<file path="src/rtl/smt_pkg.sv">
package smt_pkg;
  typedef enum logic {OP_CHECKOUT = 1'b0, OP_CHECKIN = 1'b1} cmd_op_e;
  typedef enum logic {UPD_FILL = 1'b0, UPD_STORE = 1'b1} upd_kind_e;
  typedef enum logic {ENG_IDLE = 1'b0, ENG_WALK = 1'b1} eng_state_e;
endpackage

</file>
<file path="src/rtl/smt_gen_bank.sv">
// One generation bit per segment; a flip invalidates the segment at once.
module smt_gen_bank #(
  parameter int NUM_SEGS = 4,
  localparam int SEG_W = $clog2(NUM_SEGS)
) (
  input  logic                clk,
  input  logic                rst,
  input  logic                flip_en,
  input  logic [SEG_W-1:0]    flip_seg,
  output logic [NUM_SEGS-1:0] gen_o
);
  for (genvar s = 0; s < NUM_SEGS; s++) begin : g_seg
    logic gen_q;
    always_ff @(posedge clk) begin
      if (rst) gen_q <= 1'b0;
      else if (flip_en && flip_seg == SEG_W'(s)) gen_q <= ~gen_q;
    end
    assign gen_o[s] = gen_q;
  end
endmodule

</file>
<file path="src/rtl/smt_line_meta.sv">
// Per-line metastate: filled flag, generation copy, owner segment, dirty bit.
module smt_line_meta #(
  parameter int NUM_LINES = 64,
  parameter int NUM_SEGS  = 4,
  localparam int IDX_W = $clog2(NUM_LINES),
  localparam int SEG_W = $clog2(NUM_SEGS)
) (
  input  logic                       clk,
  input  logic                       rst,
  input  logic [NUM_SEGS-1:0]        gen_i,
  input  logic                       co_en,
  input  logic [SEG_W-1:0]           co_seg,
  input  logic                       fill_en,
  input  logic                       store_en,
  input  logic [IDX_W-1:0]           upd_idx,
  input  logic [SEG_W-1:0]           upd_seg,
  input  logic                       clr_en,
  input  logic [IDX_W-1:0]           clr_idx,
  output logic [NUM_LINES-1:0]       line_valid_o,
  output logic [NUM_LINES-1:0]       line_dirty_o,
  output logic [NUM_LINES*SEG_W-1:0] line_seg_o
);
  for (genvar i = 0; i < NUM_LINES; i++) begin : g_line
    logic             filled_q;
    logic             vtag_q;
    logic             dirty_q;
    logic [SEG_W-1:0] seg_q;
    logic             match;
    logic             hit_upd;

    // Valid when the stored copy XOR the segment generation is zero.
    assign match   = ~(vtag_q ^ gen_i[seg_q]);
    assign hit_upd = (upd_idx == IDX_W'(i));

    always_ff @(posedge clk) begin
      if (rst) begin
        filled_q <= 1'b0;
        vtag_q   <= 1'b0;
        dirty_q  <= 1'b0;
        seg_q    <= '0;
      end else if (fill_en && hit_upd) begin
        filled_q <= 1'b1;
        vtag_q   <= gen_i[upd_seg];
        seg_q    <= upd_seg;
        dirty_q  <= 1'b0;
      end else begin
        // Already-stale lines of the flipped segment are scrubbed so the
        // next flip cannot bring them back.
        if (co_en && seg_q == co_seg && !match) begin
          filled_q <= 1'b0;
          dirty_q  <= 1'b0;
        end else begin
          if (clr_en && clr_idx == IDX_W'(i)) dirty_q <= 1'b0;
          if (store_en && hit_upd && filled_q && match) dirty_q <= 1'b1;
        end
      end
    end

    assign line_valid_o[i] = filled_q & match;
    assign line_dirty_o[i] = dirty_q;
    assign line_seg_o[i*SEG_W +: SEG_W] = seg_q;
  end
endmodule

</file>
<file path="src/rtl/smt_pick_first.sv">
// Lowest-index set bit of a request vector.
module smt_pick_first #(
  parameter int N = 64,
  localparam int IDX_W = $clog2(N)
) (
  input  logic [N-1:0]     req,
  output logic             any,
  output logic [IDX_W-1:0] idx
);
  always_comb begin
    idx = '0;
    for (int i = N - 1; i >= 0; i--) begin
      if (req[i]) idx = IDX_W'(i);
    end
  end
  assign any = |req;
endmodule

</file>
<file path="src/rtl/segment_meta_tracker.sv">
module segment_meta_tracker
  import smt_pkg::*;
#(
  parameter int NUM_SEGS  = 4,
  parameter int NUM_LINES = 64,
  localparam int SEG_W = $clog2(NUM_SEGS),
  localparam int IDX_W = $clog2(NUM_LINES)
) (
  input  logic             clk,
  input  logic             rst,
  input  logic             upd_en,
  input  logic             upd_kind,
  input  logic [IDX_W-1:0] upd_idx,
  input  logic [SEG_W-1:0] upd_seg,
  input  logic             cmd_valid,
  input  logic             cmd_op,
  input  logic [SEG_W-1:0] cmd_seg,
  output logic             cmd_ready,
  output logic             cmd_done,
  input  logic [IDX_W-1:0] lk_idx,
  output logic             lk_valid,
  output logic             lk_dirty,
  output logic             wb_valid,
  output logic [IDX_W-1:0] wb_idx,
  input  logic             wb_ready
);
  eng_state_e             state_q;
  logic [SEG_W-1:0]       cur_seg_q;
  logic [NUM_SEGS-1:0]    gen;
  logic [NUM_LINES-1:0]   line_valid;
  logic [NUM_LINES-1:0]   line_dirty;
  logic [NUM_LINES*SEG_W-1:0] line_seg;
  logic [NUM_LINES-1:0]   cand;
  logic                   pick_any;
  logic [IDX_W-1:0]       pick_idx;
  logic                   accept, co_fire, ci_fire, wb_take;

  assign cmd_ready = (state_q == ENG_IDLE);
  assign accept    = cmd_valid && cmd_ready;
  assign co_fire   = accept && (cmd_op == OP_CHECKOUT);
  assign ci_fire   = accept && (cmd_op == OP_CHECKIN);
  assign wb_take   = wb_valid && wb_ready;

  smt_gen_bank #(.NUM_SEGS(NUM_SEGS)) u_gen (
    .clk(clk), .rst(rst), .flip_en(co_fire), .flip_seg(cmd_seg), .gen_o(gen)
  );

  smt_line_meta #(.NUM_LINES(NUM_LINES), .NUM_SEGS(NUM_SEGS)) u_meta (
    .clk(clk), .rst(rst), .gen_i(gen),
    .co_en(co_fire), .co_seg(cmd_seg),
    .fill_en(upd_en && upd_kind == UPD_FILL),
    .store_en(upd_en && upd_kind == UPD_STORE),
    .upd_idx(upd_idx), .upd_seg(upd_seg),
    .clr_en(wb_take), .clr_idx(wb_idx),
    .line_valid_o(line_valid), .line_dirty_o(line_dirty), .line_seg_o(line_seg)
  );

  // Candidates: valid, dirty lines of the segment being checked in.
  for (genvar i = 0; i < NUM_LINES; i++) begin : g_cand
    assign cand[i] = line_valid[i] & line_dirty[i] &
                     (line_seg[i*SEG_W +: SEG_W] == cur_seg_q);
  end

  smt_pick_first #(.N(NUM_LINES)) u_pick (
    .req(cand), .any(pick_any), .idx(pick_idx)
  );

  always_ff @(posedge clk) begin
    if (rst) begin
      state_q   <= ENG_IDLE;
      cur_seg_q <= '0;
      wb_valid  <= 1'b0;
      wb_idx    <= '0;
      cmd_done  <= 1'b0;
      lk_valid  <= 1'b0;
      lk_dirty  <= 1'b0;
    end else begin
      cmd_done <= 1'b0;
      lk_valid <= line_valid[lk_idx];
      lk_dirty <= line_valid[lk_idx] & line_dirty[lk_idx];
      case (state_q)
        ENG_IDLE: begin
          if (co_fire) begin
            cmd_done <= 1'b1;
          end else if (ci_fire) begin
            state_q   <= ENG_WALK;
            cur_seg_q <= cmd_seg;
          end
        end
        ENG_WALK: begin
          if (wb_valid) begin
            if (wb_ready) wb_valid <= 1'b0;
          end else if (pick_any) begin
            wb_valid <= 1'b1;
            wb_idx   <= pick_idx;
          end else begin
            state_q  <= ENG_IDLE;
            cmd_done <= 1'b1;
          end
        end
        default: state_q <= ENG_IDLE;
      endcase
    end
  end
endmodule

</file>
<file path="config.mk">
export PLATFORM = sky130hd
export DESIGN_NAME = segment_meta_tracker
export DESIGN_NICKNAME = d
export VERILOG_FILES = /design/src/rtl/smt_pkg.sv /design/src/rtl/smt_gen_bank.sv /design/src/rtl/smt_line_meta.sv /design/src/rtl/smt_pick_first.sv /design/src/rtl/segment_meta_tracker.sv
export SDC_FILE = /design/constraint.sdc
export NUM_CORES = 1
export LEC_CHECK = 0
export ABC_AREA = 0
export BUFFER_PORTS_ARGS = -buffer_cell sky130_fd_sc_hd__clkbuf_2
export CORE_ASPECT_RATIO = 0.5
export CORE_UTILIZATION = 55
export DETAILED_ROUTE_END_ITERATION = 10
export PLACE_DENSITY = 0.68
export SYNTH_ARGS = -nofsm -noshare
export SYNTH_HDL_FRONTEND = slang
export SYNTH_SLANG_ARGS = --single-unit
</file>
<file path="constraint.sdc">
create_clock -name clk -period 3.7 [get_ports clk]
set_input_delay 0.185 -clock clk [delete_from_list [all_inputs] [get_ports clk]]
set_output_delay 0.185 -clock clk [all_outputs]
set_load 0.005 [all_outputs]
</file>
==> impl_summary.md <==
Min path
The worst min-delay path endpoint is state_q. In this run the worst hold path is classified as input port to flip-flop. In this run the most critical hold path is launched from cmd_op. The depth of the worst hold-timing path is 3.

Clock network
The number of buffers added by the clock tree synthesis step is 34. In this run the number of H-tree levels came out at 2. In this run the post-CTS setup repair buffer count came out at 0. After clock tree synthesis, the clock-pin slew on the worst setup and hold paths is approximately 0.07 ns. The maximum buffer depth of the clock tree is 3. The number of clock sinks is between 300 and 400.

The tree is rooted in a sky130_fd_sc_hd__clkbuf_16. The clock latency on the worst-skew pair is 0.55 ns. The clock tree from TritonCTS is built.

Floorplan
The area enclosed by the die boundary is ~0.039 mm^2. In this run the horizontal extent of the chip is about 280 um. Once the floorplan was initialized, standard cells occupied between 50% and 60% of the core.

The number of primary I/O pins is 34. The area of the core is roughly 0.038 mm^2. After floorplanning, the core was divided into 50 placement rows. Measured along the y axis, the die boundary spans 140.9 um.

Timing
The achievable frequency is between 200 and 300 MHz. The final number of hold-violating endpoints came to 0. Of the available clock period, the critical path in the final layout requires between 90% and 100%. The max-slew violation count came to 0. For the pin with the worst max-slew slack, the measured transition is approximately 1.2 ns. Setup repair after global routing left no endpoint under its margin. Across the routed clock network, the largest skew measured is roughly 0.015 ns. The normalized max-slew margin is ~18%.

In the final timing run, aggregate negative setup slack is 0 ns. The shortest period the worst path allows is 3.466 ns. The worst setup slack after layout is between 0.2 and 0.25 ns. The count of endpoints failing setup in the final report is 0.

Critical path
The start of the worst register-to-register path is u_gen.g_seg[3].gen_q. The cell family contributing the most delay on the critical path is compound AO/OA/AOI/OAI gates. Traced cell by cell, the critical path runs through buf_12, mux4_1, xnor2_1, and3_1, o211ai_1, a31oi_1, o21ai_0, a311oi_1, nor2_1, o41ai_1. The worst register-to-register path has a depth of 10.

The slowest cell on the critical path is sky130_fd_sc_hd__dfxtp_2. In this run the worst path has a maximum fanout of 27. For the worst setup path, the data required time is approximately 4.2 ns. Together, buffers and inverters on the worst path number 1. The arrival time of data at the critical path endpoint is roughly 3.9 ns. The kind of capture point of the worst setup path is a flip-flop. In this run the critical register-to-register path is captured at wb_idx[1]. STA classifies the critical path startpoint as a flip-flop. For flop-to-flop paths, the worst setup slack is 0.23 ns. The setup path with the least slack is of type flip-flop to flip-flop. The largest stage delay on the critical path is between 0.5 and 0.6 ns.

Synth
The average instance in the mapped netlist occupies 8.353 um^2. The number of flip-flops and latches in the synthesized netlist is between 300 and 400. In this run the cell area of the synthesized design comes to roughly 0.021 mm^2.

The cell count after synthesis is 2540. The count of flip-flops with a built-in enable after synthesis is 0. In the synthesized netlist the dominant register cell turns out to be sky130_fd_sc_hd__dfxtp_1. In the synthesized netlist the async set-or-reset flop fraction comes to 0%.

Yosys printed 0 warnings. Of the synthesized area, sequential elements account for around a third. The post-synthesis net count is roughly 2600.

The count of different cell masters after synthesis is between 60 and 70.

Status
The flow ran to the end, and the final reports show no timing, DRC or antenna violations.

Layout
The multi-input combinational cell area is 0.01342 mm^2. The area growth from synthesis to layout is 7.861%. The count of filler cells inserted in the layout is 3376.

The finished layout holds 3001 standard cells, fillers aside. After the last flow step, the layout net total stands at about 2500. The post-route standard cell area excluding fillers is between 0.02 and 0.025 mm^2. The post-route core utilization is between 60% and 70%.

The share of final-layout standard cells stronger than drive strength 1 is about an eighth. 0 antenna diodes ended up in the layout. The area taken by flip-flops and latches is ~0.0068 mm^2.

Routing
The via count is a little over 20000. The violation count after the first detailed-routing iteration is 2700. The count of nets left with antenna violations once routing finished came out at 0.

The DRC violation count after routing is 0. The detailed-route wire length is between 70000 and 80000 um. The wire length per cell is roughly 25 um. The number of optimization iterations in the first detailed-route pass is 6. The detailed-route vias per instance is around 6.7.

Placed design
Buffers placed on the I/O ports in this run total 33. In this run, placement finished with an instance count of approximately 2900. The placer congestion estimate is roughly 1.1. After legalization and detailed placement, the total HPWL measured between 50000 and 60000 um.

At the placement stage, the worst setup path has a slack of 0.3936 ns. The total cell area at the placement stage is around 0.022 mm^2.

GRT
The via count of the first global-routing pass is 18640. Global routing used a little under two fifths of the available tracks across all layers. After global routing the overflow that remains totals 0.

The number of antenna violations at the first check in global routing came to 0. The first global-routing pass estimated roughly 120000 um of wire. The pin count of the biggest net entering global routing is roughly 120.

Pwr
IR analysis of the VDD net gives a maximum drop of about 0.29 mV. The leakage power is just over 8 nW. In this run the power density over the cells is ~350 mW/mm^2.

Flow run
The tool flagged a number of max-cap violations equal to 0.
routing by layer:
layer,vias up,GRT usage (%),wire length [um]
li1,8983,-,-
met4,0,10.30,1935
met5,-,0,0
met1,9768,54.79,31370
met3,159,11.29,10820
met2,1260,55.67,31670
cell type report:
type	instances	share of cell area, %
multi-input cells	1975	58.65
clock buffers	52	4.773
clock inverters	8	0.3007
inverters	13	0.2132
repair buffers	96	3.685
flip-flops and latches	337	29.54
well taps	520	2.843
report_power, final:
| part | internal (mW) | leakage (nW) | switching (mW) |
|---|---|---|---|
| clock network | 2.11 | 0.581 | 1.58 |
| logic | 0.229 | 4.89 | 0.519 |
| registers | 3.64 | 2.72 | 0.0294 |
| total | 5.97 | 8.19 | 2.13 |
how the worst max path moves through the flow:
| stage | slack [ns] | depth (start not counted) | end | startpoint |
|---|---|---|---|---|
| after floorplan | 0.95 | 11 | lk_dirty | u_gen.g_seg[3].gen_q |
| after global placement | 0.44 | 10 | wb_idx[2] | u_gen.g_seg[3].gen_q |
| final | 0.23 | 10 | wb_idx[1] | u_gen.g_seg[3].gen_q |
| after global routing | 0.16 | 11 | wb_idx[3] | u_gen.g_seg[3].gen_q |
| after detailed placement | 0.39 | 10 | lk_dirty | u_gen.g_seg[3].gen_q |
| after CTS | 0.38 | 10 | lk_dirty | u_gen.g_seg[3].gen_q |
Yosys cell counts (all sizes together) (4+ instances only):
library cell | n | area (um^2)
a2111oi | 38 | 332.8
a21oi | 281 | 1406
a31oi | 5 | 31.28
and2 | 4 | 25.02
and3 | 34 | 212.7
and4 | 7 | 61.31
buf | 57 | 389.1
clkbuf | 157 | 639.4
dfxtp | 337 | 6746
inv | 13 | 48.80
mux2i | 12 | 120.1
mux4 | 102 | 2312
nand2 | 386 | 1456
nand2b | 37 | 231.5
nand3 | 143 | 715.7
nand3b | 7 | 52.55
nand4 | 74 | 462.9
nor2 | 157 | 589.3
nor2b | 15 | 93.84
nor3 | 29 | 145.1
nor4 | 52 | 325.3
o211ai | 6 | 45.04
o21ai | 128 | 640.6
o31a | 28 | 246.5
o31ai | 22 | 165.2
o41ai | 20 | 175.2
or3 | 4 | 25.02
or4 | 20 | 150.1
xnor2 | 78 | 855.8
xor2 | 246 | 2155
flip-flops by register name, indices dropped and copies added, names as in the netlist:
register,flops
u_meta.g_line.seg_q,128
u_meta.g_line.dirty_q,64
u_meta.g_line.filled_q,64
u_meta.g_line.vtag_q,64
wb_idx,6
u_gen.g_seg.gen_q,4
cur_seg_q,2
cmd_done,1
lk_dirty,1
lk_valid,1
state_q,1
wb_valid,1
through the flow:
stage / power, mW / hold WS [ns]
final: 8.104 / 0.08317
after global routing: 8.299 / 0.1131
after CTS: 8.085 / 0.07680
after detailed placement: 4.469 / 0.4614
after global placement: 4.460 / 0.4594
after floorplan: 4.234 / 0.3755
logic make-up (layout without fill, tap and decap cells):
group,count (synthesis),after routing,synth area share (%)
DFF,337,337,31.80
muxes,116,116,11.57
xor gates and xnor gates,324,324,14.19
buffers and inverters,228,169,5.119
and+or+nand+nor,983,983,22.03
AOI/OAI and AO/OA,552,552,15.30
repair_timing:
action                                 4_1_cts  5_1_grt
resized for setup                            0        0
setup endpoints to repair                    0        0
hold buffers                                 1        0
endpoints found under the hold margin        1        0
layout by cell type, fill, tap and decap left out, types with 5 or more instances in the layout:
master / instances
sky130_fd_sc_hd__a2111oi_0: 38
sky130_fd_sc_hd__a21oi_1: 281
sky130_fd_sc_hd__a31oi_1: 5
sky130_fd_sc_hd__and3_1: 34
sky130_fd_sc_hd__and4_1: 7
sky130_fd_sc_hd__buf_12: 15
sky130_fd_sc_hd__buf_4: 49
sky130_fd_sc_hd__clkbuf_16: 37
sky130_fd_sc_hd__clkbuf_2: 28
sky130_fd_sc_hd__clkbuf_8: 11
sky130_fd_sc_hd__clkinv_2: 6
sky130_fd_sc_hd__dfxtp_1: 331
sky130_fd_sc_hd__inv_1: 13
sky130_fd_sc_hd__mux2i_1: 12
sky130_fd_sc_hd__mux4_2: 98
sky130_fd_sc_hd__nand2_1: 385
sky130_fd_sc_hd__nand2b_1: 37
sky130_fd_sc_hd__nand3_1: 142
sky130_fd_sc_hd__nand3b_1: 7
sky130_fd_sc_hd__nand4_1: 74
sky130_fd_sc_hd__nor2_1: 157
sky130_fd_sc_hd__nor2b_1: 15
sky130_fd_sc_hd__nor3_1: 26
sky130_fd_sc_hd__nor4_1: 51
sky130_fd_sc_hd__o211ai_1: 6
sky130_fd_sc_hd__o21ai_0: 127
sky130_fd_sc_hd__o31a_1: 27
sky130_fd_sc_hd__o31ai_1: 22
sky130_fd_sc_hd__o41ai_1: 20
sky130_fd_sc_hd__or4_1: 20
sky130_fd_sc_hd__xnor2_1: 55
sky130_fd_sc_hd__xnor2_2: 23
sky130_fd_sc_hd__xor2_1: 246
tightest hold or removal path, delay by kind of cell:
kind / cells / cell delay, ns
compound gates: 1 / 0.09
buf+inv: 1 / 0.10
simple gates: 1 / 0.20
Note: power is estimated with default switching activity, not from simulation.
